`src/rtl/cascade_fifo.sv`:
```
module cascade_fifo #(
  parameter int WIDTH       = 9,
  parameter int SLICES      = 4,
  parameter int SLICE_DEPTH = 8
) (
  input  logic              clk,
  input  logic              rst_n,
  input  logic [SLICES-1:0] first_load_n,
  input  logic              wr_en,
  input  logic [WIDTH-1:0]  wr_data,
  input  logic              rd_en,
  output logic [WIDTH-1:0]  rd_data,
  output logic              full,
  output logic              empty
);
  localparam int AW = (SLICE_DEPTH > 1) ? $clog2(SLICE_DEPTH) : 1;
  localparam int CW = $clog2(SLICE_DEPTH + 1);
  localparam logic [AW-1:0] LAST = AW'(SLICE_DEPTH - 1);

  logic [SLICES-1:0] wtok, rtok, w_xo, r_xo, s_full, s_empty;
  logic [WIDTH-1:0]  slice_q [SLICES];
  logic [WIDTH-1:0]  q_sel;

  wire wr_go = wr_en & ~full;
  wire rd_go = rd_en & ~empty;

  assign full  = &s_full;
  assign empty = &s_empty;

  for (genvar i = 0; i < SLICES; i++) begin : g_slice
    localparam int PREV = (i + SLICES - 1) % SLICES;
    logic [AW-1:0]    wp, rp;
    logic [CW-1:0]    cnt;
    logic             wt, rt;
    logic [WIDTH-1:0] mem [SLICE_DEPTH];

    wire we = wr_go & wt;
    wire re = rd_go & rt;

    assign wtok[i]    = wt;
    assign rtok[i]    = rt;
    assign w_xo[i]    = we && (wp == LAST);
    assign r_xo[i]    = re && (rp == LAST);
    assign s_full[i]  = (cnt == CW'(SLICE_DEPTH));
    assign s_empty[i] = (cnt == '0);
    assign slice_q[i] = mem[rp];

    always_ff @(posedge clk) begin
      if (!rst_n) begin
        wp  <= '0;
        rp  <= '0;
        cnt <= '0;
        wt  <= ~first_load_n[i];
        rt  <= ~first_load_n[i];
      end else begin
        if (w_xo[PREV])   wt <= 1'b1;
        else if (w_xo[i]) wt <= 1'b0;
        if (r_xo[PREV])   rt <= 1'b1;
        else if (r_xo[i]) rt <= 1'b0;
        if (we) wp <= (wp == LAST) ? '0 : wp + 1'b1;
        if (re) rp <= (rp == LAST) ? '0 : rp + 1'b1;
        if (we && !re)      cnt <= cnt + 1'b1;
        else if (re && !we) cnt <= cnt - 1'b1;
      end
    end

    always_ff @(posedge clk) begin
      if (we) mem[wp] <= wr_data;
    end
  end

  always_comb begin
    q_sel = '0;
    for (int k = 0; k < SLICES; k++)
      if (rtok[k]) q_sel = q_sel | slice_q[k];
  end

  always_ff @(posedge clk) begin
    if (!rst_n)     rd_data <= '0;
    else if (rd_go) rd_data <= q_sel;
  end
endmodule

```
`config.mk`:
```
export PLATFORM = sky130hd
export DESIGN_NAME = cascade_fifo
export DESIGN_NICKNAME = d
export VERILOG_FILES = /design/src/rtl/cascade_fifo.sv
export SDC_FILE = /design/constraint.sdc
export NUM_CORES = 1
export LEC_CHECK = 0
export ABC_AREA = 1
export BUFFER_PORTS_ARGS = -buffer_cell sky130_fd_sc_hd__buf_2
export CAP_MARGIN = 20
export CORE_MARGIN = 2
export CORE_UTILIZATION = 45
export CTS_BUF_LIST = sky130_fd_sc_hd__clkbuf_8
export DETAILED_ROUTE_END_ITERATION = 10
export PLACE_DENSITY = 0.67
export RECOVER_POWER = 50
export REMOVE_ABC_BUFFERS = 1
export SKIP_CTS_REPAIR_TIMING = 1
export SLEW_MARGIN = 40
export SYNTH_ARGS = -nofsm -noshare
export SYNTH_HDL_FRONTEND = slang
export SYNTH_SLANG_ARGS = --single-unit
```
`constraint.sdc`:
```
create_clock -name clk -period 6.2 [get_ports clk]
set_clock_uncertainty 0.05 [all_clocks]
set_input_delay 1.24 -clock clk [delete_from_list [all_inputs] [get_ports clk]]
set_output_delay 1.24 -clock clk [all_outputs]
set_load 0.01 [all_outputs]
```
After elaboration in Yosys (flattened, before gate mapping) --
Memory sizes are Yosys's and may differ from the RTL's. A register that Yosys moved wholly into a read port is not among the register bits. Cells that the tools add are included. W data, S select, Z words.
Word-level totals: register bits 57, memory bits (writable) 288, output and inout bits 11, word-level logic and storage cells 174, memories kept 4
Cells by class: add/subtract/negate cells 16, equal/unequal tests 20, mux-type cells 60, bitwise gates (word level) 19, reductions and logical operators 34
Memories:
- g_slice[0].mem | words 8, width 9, rd ports 1, clocked after Yosys merged registers in 1, write ports 1, line 35 | logic [WIDTH-1:0] mem [SLICE_DEPTH];
- g_slice[1].mem | words 8, width 9, rd ports 1, clocked after Yosys merged registers in 1, write ports 1, line 35
- g_slice[2].mem | words 8, width 9, rd ports 1, clocked after Yosys merged registers in 1, write ports 1, line 35
- g_slice[3].mem | words 8, width 9, rd ports 1, clocked after Yosys merged registers in 1, write ports 1, line 35
Operator list (count):
- $mux W3 | 16
- $mux W9 | 4
- $mux W1 | 32
- $mux W4 | 8
- $or A9 B9 Y9 | 3
- $add A3 B1 Y3 const B | 8
- $eq A3 B3 Y1 const B | 8
- $ne A3 B1 Y1 const B | 8
- $add A4 B1 Y4 const B | 4
- $eq A4 B4 Y1 const B | 4
- $logic_and A1 B1 Y1 | 16
- $logic_not A4 Y1 | 4
- $sub A4 B1 Y4 const B | 4
- $and A1 B1 Y1 | 10
- $logic_not A1 Y1 | 8
- $reduce_and A4 Y1 | 2
- $reduce_bool A2 Y1 | 4
- $not A1 Y1 | 6

Depth between registers and ports, before layout --
Gate-level depths: netlist of run 1.
depth after elaboration 9, mapped depth 16, mapped depth without buffers 16

Least setup slack after synthesis of run 1 --
Ideal clock, no wire load.
path kind input -> register, start point input port rd_en, end point register g_slice[1].cnt[3], setup time 0.113 ns, arrival 2.518 ns, data required time 6.037 ns, path slack 3.520 ns, stages on the path 10, cell sequence nand3_1 -> ha_1 -> inv_1 -> ha_1 -> a21oi_1 -> nand2_1 -> o21ai_0 -> nand2_1 -> nand2_1 -> nor2_1
Between the ends: longest elaborated chain between the ends 5
Ends and longest elaborated chain:
- start: declaration | line 11 | input logic rd_en,
- $and A1 B1 Y1 * | line 25 | wire rd_go = rd_en & ~empty;
- $and A1 B1 Y1 * | line 38 | wire re = rd_go & rt;
- $logic_not A1 Y1 | line 62 | if (we && !re) cnt <= cnt + 1'b1;
- $logic_and A1 B1 Y1 | line 62
- $mux W4 or $reduce_bool A2 Y1 (tied branches)
- end signal: assignment | line 62
- end signal: assignment | line 63 | else if (re && !we) cnt <= cnt - 1'b1;
- end: declaration | line 33 | logic [CW-1:0] cnt;
Mark *: on every way between the ends. The rest lies on a longest branch, timed or not. A chain may end at the register's enable or synchronous reset.

Worst setup path in the final report of run 1 --
start point register g_slice[3].cnt[0], end point register g_slice[2].cnt[3]
Between the ends: longest elaborated chain between the ends 8
Ends and longest elaborated chain:
- start: declaration | line 33
- start signal: assignment | line 62
- start signal: assignment | line 63
- $eq A4 B4 Y1 * | line 44 | assign s_full[i] = (cnt == CW'(SLICE_DEPTH));
- $reduce_and A4 Y1 * | line 27 | assign full = &s_full;
- $not A1 Y1 * | line 24 | wire wr_go = wr_en & ~full;
- $and A1 B1 Y1 * | line 24
- $and A1 B1 Y1 * | line 37 | wire we = wr_go & wt;
- named net g_slice[2].we | line 37
- $logic_not A1 Y1 | line 63
- $logic_and A1 B1 Y1 | line 63
- $reduce_bool A2 Y1 (no source line)
- end signal: assignment | line 62
- end signal: assignment | line 63
- end: declaration | line 33
The timed path passes the listed nets; every way through them passes the cells marked *.

==> results.txt, run 1 <==
status: finished with violations
failing checks: max-capacitance violations, max-slew violations
met3 usage: 3.577%
GRT Max-Usage Layer: met2
DRT Wirelength: 34.72 mm
Avg Cell Area, Syn: 10.12 µm²
pre-CTS setup slack: 3.044 ns
Max-Cap Viols: 10
Cell Area, Placed: 15,910 µm²
standard-cell rows: 67
initial antenna violation count: 1
CP startpoint kind: register
via count: 10,453
Cell Pwr Density: 305.9 nW/µm²
layout cells sized above 1: 9.142%
area grow syn2layout: 10.22%
Final HPWL DP: 22.06 mm
WP data arrival: 3.76 ns
sequential share of the synthesized area: 65.41%
1st-iter DRT viols: 957
WS Path Type: reg -> reg
Die X: 189.3 µm
capturing element type of the critical path: register
Clock Latency Late Sink: 0.59 ns
cts bufs inserted: 56
GR Layer Usage met2: 31.15%
root buffer cell: clkbuf_8
Critical Path Fanout Max: 7
CP dominant cell by count: nand2_1
Detail Route Antenna Nets: 0
Post-synth top cells: 415 x nand2_1, 296 x edfxtp_1, 192 x nand3_1
count leader, synth: nand2_1
grt met1 use: 26.29%
H-tree depth: 2
Slew @ Worst Pin: 1.831 ns
Buf/Inv on CP: 2
Worst-path clk slew: 0.06 ns
Area contributors post-synth: edfxtp_1 58%, nand2_1 10%, dfxtp_1 7.9%, nand3_1 6.2%, inv_1 4.4%
largest area contributor in the netlist: edfxtp_1
critical path's top delay family: simple AND/OR/NAND/NOR gates
final core occ: 50.55%
fmax: 0.3041 GHz
GRT overflow: 0
CP Data Required Time: 6.67 ns
worst-path cell chain: nor2_1, nand2_1, nor3_1, nand2_1, nand3_1, clkinvlp_2, ha_1, inv_1, ha_1, a21oi_1, nand2_1, a21oi_1, o21ai_0, nand2_1, nand2_1, nor2_1
final RePlAce weighted congestion: 0.8481
nets: 1,609
top_reg_cell synth: edfxtp_1
# clock sinks: 357
WL/cell: 16.89 µm
vias in the first global route: 10,041
die footprint: 35,850 µm²
max incr delay on CP: 0.37 ns
RSZ-0062 raised after global routing: false
Post-synth EDFFs: 296
Gate Count Post-Synth: 1,527
chip height: 189.3 µm
peak supply drop: 0.2080 mV
Final setup viols: 0
Slew HR: -22.08%
IO Count: 28
Final Hold Viols: 0
largest net degree at the start of global routing: 40
Netlist cell types: 29
Setup TNS Final: 0 ns
IO Port Bufs: 27
fin. max-slew vios: 332
DRT Pass-1 Iters: 5
CTS tree: done
Initial Utilization: 45.86%
GRT Resource Usage Total: 19.27%
final instance area: 17,040 µm²
hold crit path type: reg -> reg
Leakage Power: 7.008 nW
mapped cell area: 15,460 µm²
clk buf depth: 3
post-route clock period utilization: 53.04%
asr flop ratio synth: 0%
antenna diode count: 0
synth warn: 0
DR DRC count: 0
via/cell ratio: 5.084
first-pass GRT wire length: 53.91 mm
CP max stage cell: dfxtp_1
min Tclk post-route: 3.288 ns
share of the synthesized area in the top cell type: 57.51%
Yosys reg bits: 357
Final WS setup: 2.912 ns
area of the core: 33,700 µm²
==> power breakdown <==
| part | internal [W] | switching (W) |
|---|---|---|
| clock | 0.00110 | 0.000889 |
| sequential | 0.00267 | 0.0000688 |
| combinational | 0.000152 | 0.000335 |
| total | 0.00392 | 0.00129 |
==> path summary, 6_finish.rpt <==
kind / startpoint / to / slack [ns] / cells after the start
max reg2reg: g_slice[3].cnt[0] / g_slice[2].cnt[3] / 2.91 / 16
min reg2reg: g_slice[1].rp[1] / register / 0.43 / 2
min: g_slice[1].rp[1] / register / 0.43 / 2
max: g_slice[3].cnt[0] / g_slice[2].cnt[3] / 2.91 / 16
==> sequential cells by signal, indices dropped and copies added (netlist names), named ones only <==
name         count
rd_data          9
g_slice.cnt     16
g_slice.wt       4
g_slice.rt       4
g_slice.rp      12
g_slice.mem    288
g_slice.wp      12
==> cell usage in the layout (no fill, tap or decap), types with 7 or more instances in the layout <==
cell	instances
nand2_1	419
clkinv_2	7
a21oi_1	30
inv_1	203
nor2_2	17
ha_1	28
edfxtp_1	296
o21ai_0	46
clkbuf_8	73
o21ai_1	17
buf_2	17
clkinv_1	12
dfxtp_1	58
inv_2	8
clkbuf_1	10
nor2_1	122
o211ai_1	9
nand3_1	196
==> cell type report <==
cell class                      count  area (µm²)
Timing Repair Buffer               31       152.6
Multi-Input combinational cell    912        4277
Sequential cell                   357       10110
Inverter                          202       764.5
Fill cell                        3063       16660
Clock inverter                     33       162.7
Clock buffer                       73        1005
Tap cell                          448       560.5
==> kinds of logic (layout without fill, tap and decap cells) <==
logic type,count (synthesis),in the layout,synth area share [%]
adder cells (fa/ha/maj),32,32,2.785
AND/OR/NAND/NOR,772,772,21.28
AO/OA/AOI/OAI,102,102,3.449
flip-flops,357,357,65.41
buffers and inverters,258,339,6.735
XOR/XNOR,6,6,0.3400
==> tightest hold or removal path, delay by kind of cell (launching register included) <==
family	cells	cell delay, ns
and+or+nand+nor	1	0.06
DFF	1	0.31
AOI/OAI and AO/OA	1	0.07
==> stage by stage <==
step	hold WS, ns	cells	power [W]
floorplan	0.4131	1471	0.003090
global placement	0.4353	1950	0.003269
detailed placement	0.4376	1950	0.003282
CTS	0.4440	2056	0.005252
global route	0.4674	2056	0.005425
finish	0.4343	2056	0.005211
==> layer usage <==
layer,wire length [µm],up-vias
met1,15590,5002
met3,1972,66
met5,17,-
met2,16310,276
met4,834,2
li1,-,5107
No activity file was read; power rests on OpenSTA's default activity.
==> inputs of run 2 (changes only) <==
--- a/config.mk
+++ b/config.mk
@@ -12,7 +12,7 @@
 export CORE_UTILIZATION = 45
 export CTS_BUF_LIST = sky130_fd_sc_hd__clkbuf_8
 export DETAILED_ROUTE_END_ITERATION = 10
-export PLACE_DENSITY = 0.67
+export PLACE_DENSITY = 0.7
 export RECOVER_POWER = 50
 export REMOVE_ABC_BUFFERS = 1
 export SKIP_CTS_REPAIR_TIMING = 1
==> constraint.sdc (replaced) <==
create_clock -name clk -period 2.8 [get_ports clk]
set_clock_uncertainty 0.05 [all_clocks]
set_input_delay 0.56 -clock clk [delete_from_list [all_inputs] [get_ports clk]]
set_output_delay 0.56 -clock clk [all_outputs]
set_load 0.01 [all_outputs]
==> results.txt, run 2 (same netlist as run 1, synthesis figures left out) <==
status: finished with violations
failing checks: max-capacitance violations, max-slew violations
antenna diode count: 0
fin. max-slew vios: 297
WL/cell: 16.22 µm
first-pass GRT wire length: 53.48 mm
final core occ: 51.50%
final instance area: 17,360 µm²
WS Path Type: reg -> reg
1st-iter DRT viols: 992
Final HPWL DP: 21.85 mm
commonest non-fill, non-tap cells in the layout: 417 x nand2_1, 296 x edfxtp_1, 209 x inv_1, 191 x nand3_1, 139 x nor2_1
final RePlAce weighted congestion: 0.8455
Clock Latency Late Sink: 0.61 ns
Worst-path clk slew: 0.06 ns
H-tree depth: 2
DRT Wirelength: 34.05 mm
area grow syn2layout: 12.30%
via/cell ratio: 5.012
IO Count: 28
Slew @ Worst Pin: 1.754 ns
Critical Path Fanout Max: 7
largest net degree at the start of global routing: 39
beginning of the worst hold path: wr_en
Slew HR: -16.94%
hold endpoint: g_slice[3].wp[0]
CP startpoint kind: register
CP Data Required Time: 3.30 ns
DRT Pass-1 Iters: 6
Leakage Power: 7.273 nW
Worst Hold Slack: 0.3202 ns
GRT overflow: 0
initial antenna violation count: 0
via count: 10,525
root buffer cell: clkbuf_8
area of the core: 33,700 µm²
Regs by FF count: g_slice.mem x288, g_slice.cnt x16
Worst R2R Start: g_slice[1].cnt[1]
WP data arrival: 3.04 ns
vias in the first global route: 10,171
# clock sinks: 357
hold crit path type: in -> reg
GRT Resource Usage Total: 19.15%
RSZ-0062 raised after global routing: false
R2R Path End: g_slice[3].cnt[3]
reg2reg path depth: 16
clk buf depth: 3
Largest register FFs: 288
Cell Area, Placed: 16,240 µm²
Inst Count DP: 1,994
DR DRC count: 0
nets: 1,654
layout cells sized above 1: 10.17%
min Tclk post-route: 2.545 ns
commonest non-fill, non-tap cell in the layout: nand2_1
Largest Register: g_slice.mem
Die X: 189.3 µm
Post-Layout Cell Count: 2,100
post-route clock period utilization: 90.89%
Detail Route Antenna Nets: 0
worst hold path stage count: 3
Setup TNS Final: 0 ns
Initial Utilization: 45.86%
Final Hold Viols: 0
peak supply drop: 0.3360 mV
capturing element type of the critical path: register
Cell Pwr Density: 664.4 nW/µm²
die footprint: 35,850 µm²
fmax: 0.3929 GHz
Final setup viols: 0
R2R Setup Slk: 0.26 ns
cts bufs inserted: 55
standard-cell rows: 67
CTS tree: done
chip height: 189.3 µm
IO Port Bufs: 27
Max-Cap Viols: 9
run 2: cell count changes in the layout (fill, tap and decap cells not counted), moves of 3 or more:
cell,change
clkbuf_8,-13
nor2_2,-17
buf_4,+46
o21ai_0,-5
nand3_2,+3
o21ai_1,+5
nand3_1,-5
clkinv_2,-4
bufinv_16,+3
inv_1,+6
buf_2,-7
nor2_1,+17
clkbuf_1,+7
run 2: area by class of cell:
cell class	count	area, µm²
Inverter	202	765.7
Clock buffer	60	825.8
Sequential cell	357	10110
Clock inverter	44	297.8
Fill cell	3015	16340
Tap cell	448	560.5
Multi-Input combinational cell	912	4304
Timing Repair Buffer	77	489.2
run 2: how the worst max path moves through the flow:
| stage | start | end |
|---|---|---|
| floorplan | register | rd_data[7] |
| global placement | g_slice[3].cnt[0] | g_slice[2].cnt[3] |
| detailed placement | g_slice[1].cnt[0] | g_slice[0].cnt[3] |
| CTS | g_slice[3].cnt[0] | g_slice[0].cnt[3] |
| global route | g_slice[1].cnt[1] | g_slice[1].cnt[3] |
| finish | g_slice[1].cnt[1] | g_slice[3].cnt[3] |
run 2: per-stage QoR:
stage | setup WS (ns) | power, W
final | 0.2551 | 0.01153
after global routing | 0.009669 | 0.01201
after CTS | 0.1877 | 0.01162
after detailed placement | 0.2028 | 0.007278
after global placement | 0.2683 | 0.007233
after floorplan | 0.3355 | 0.006841
run 2: power by group:
group          total, W  switching, W  internal [W]
Sequential      0.00603      0.000112       0.00591
Combinational   0.00115      0.000788      0.000365
Clock           0.00435       0.00200       0.00235
Total            0.0115       0.00290       0.00863
run 2: critical path, cell delays in order (launching register included):
cell	delay (ns)
dfxtp_1	0.35
nor2_1	0.10
nand2_1	0.10
nor3_4	0.24
nand2_4	0.16
nand3_4	0.12
inv_2	0.06
ha_1	0.19
inv_1	0.15
ha_1	0.30
a21oi_1	0.15
nand2_1	0.09
a21oi_1	0.12
o21ai_1	0.09
nand2_1	0.07
nand2_1	0.04
nor2_1	0.09
run 2: per-layer routing:
layer | track usage, % | share of wire (%) | vias to the layer above | wire length (µm)
met4 | 6.708 | 2.6 | 0 | 884
met5 | 0 | 0 | - | 0
met3 | 4.004 | 7.4 | 64 | 2512
met1 | 25.64 | 43 | 4961 | 14600
met2 | 31.07 | 47 | 312 | 16060
li1 | - | - | 5188 | -
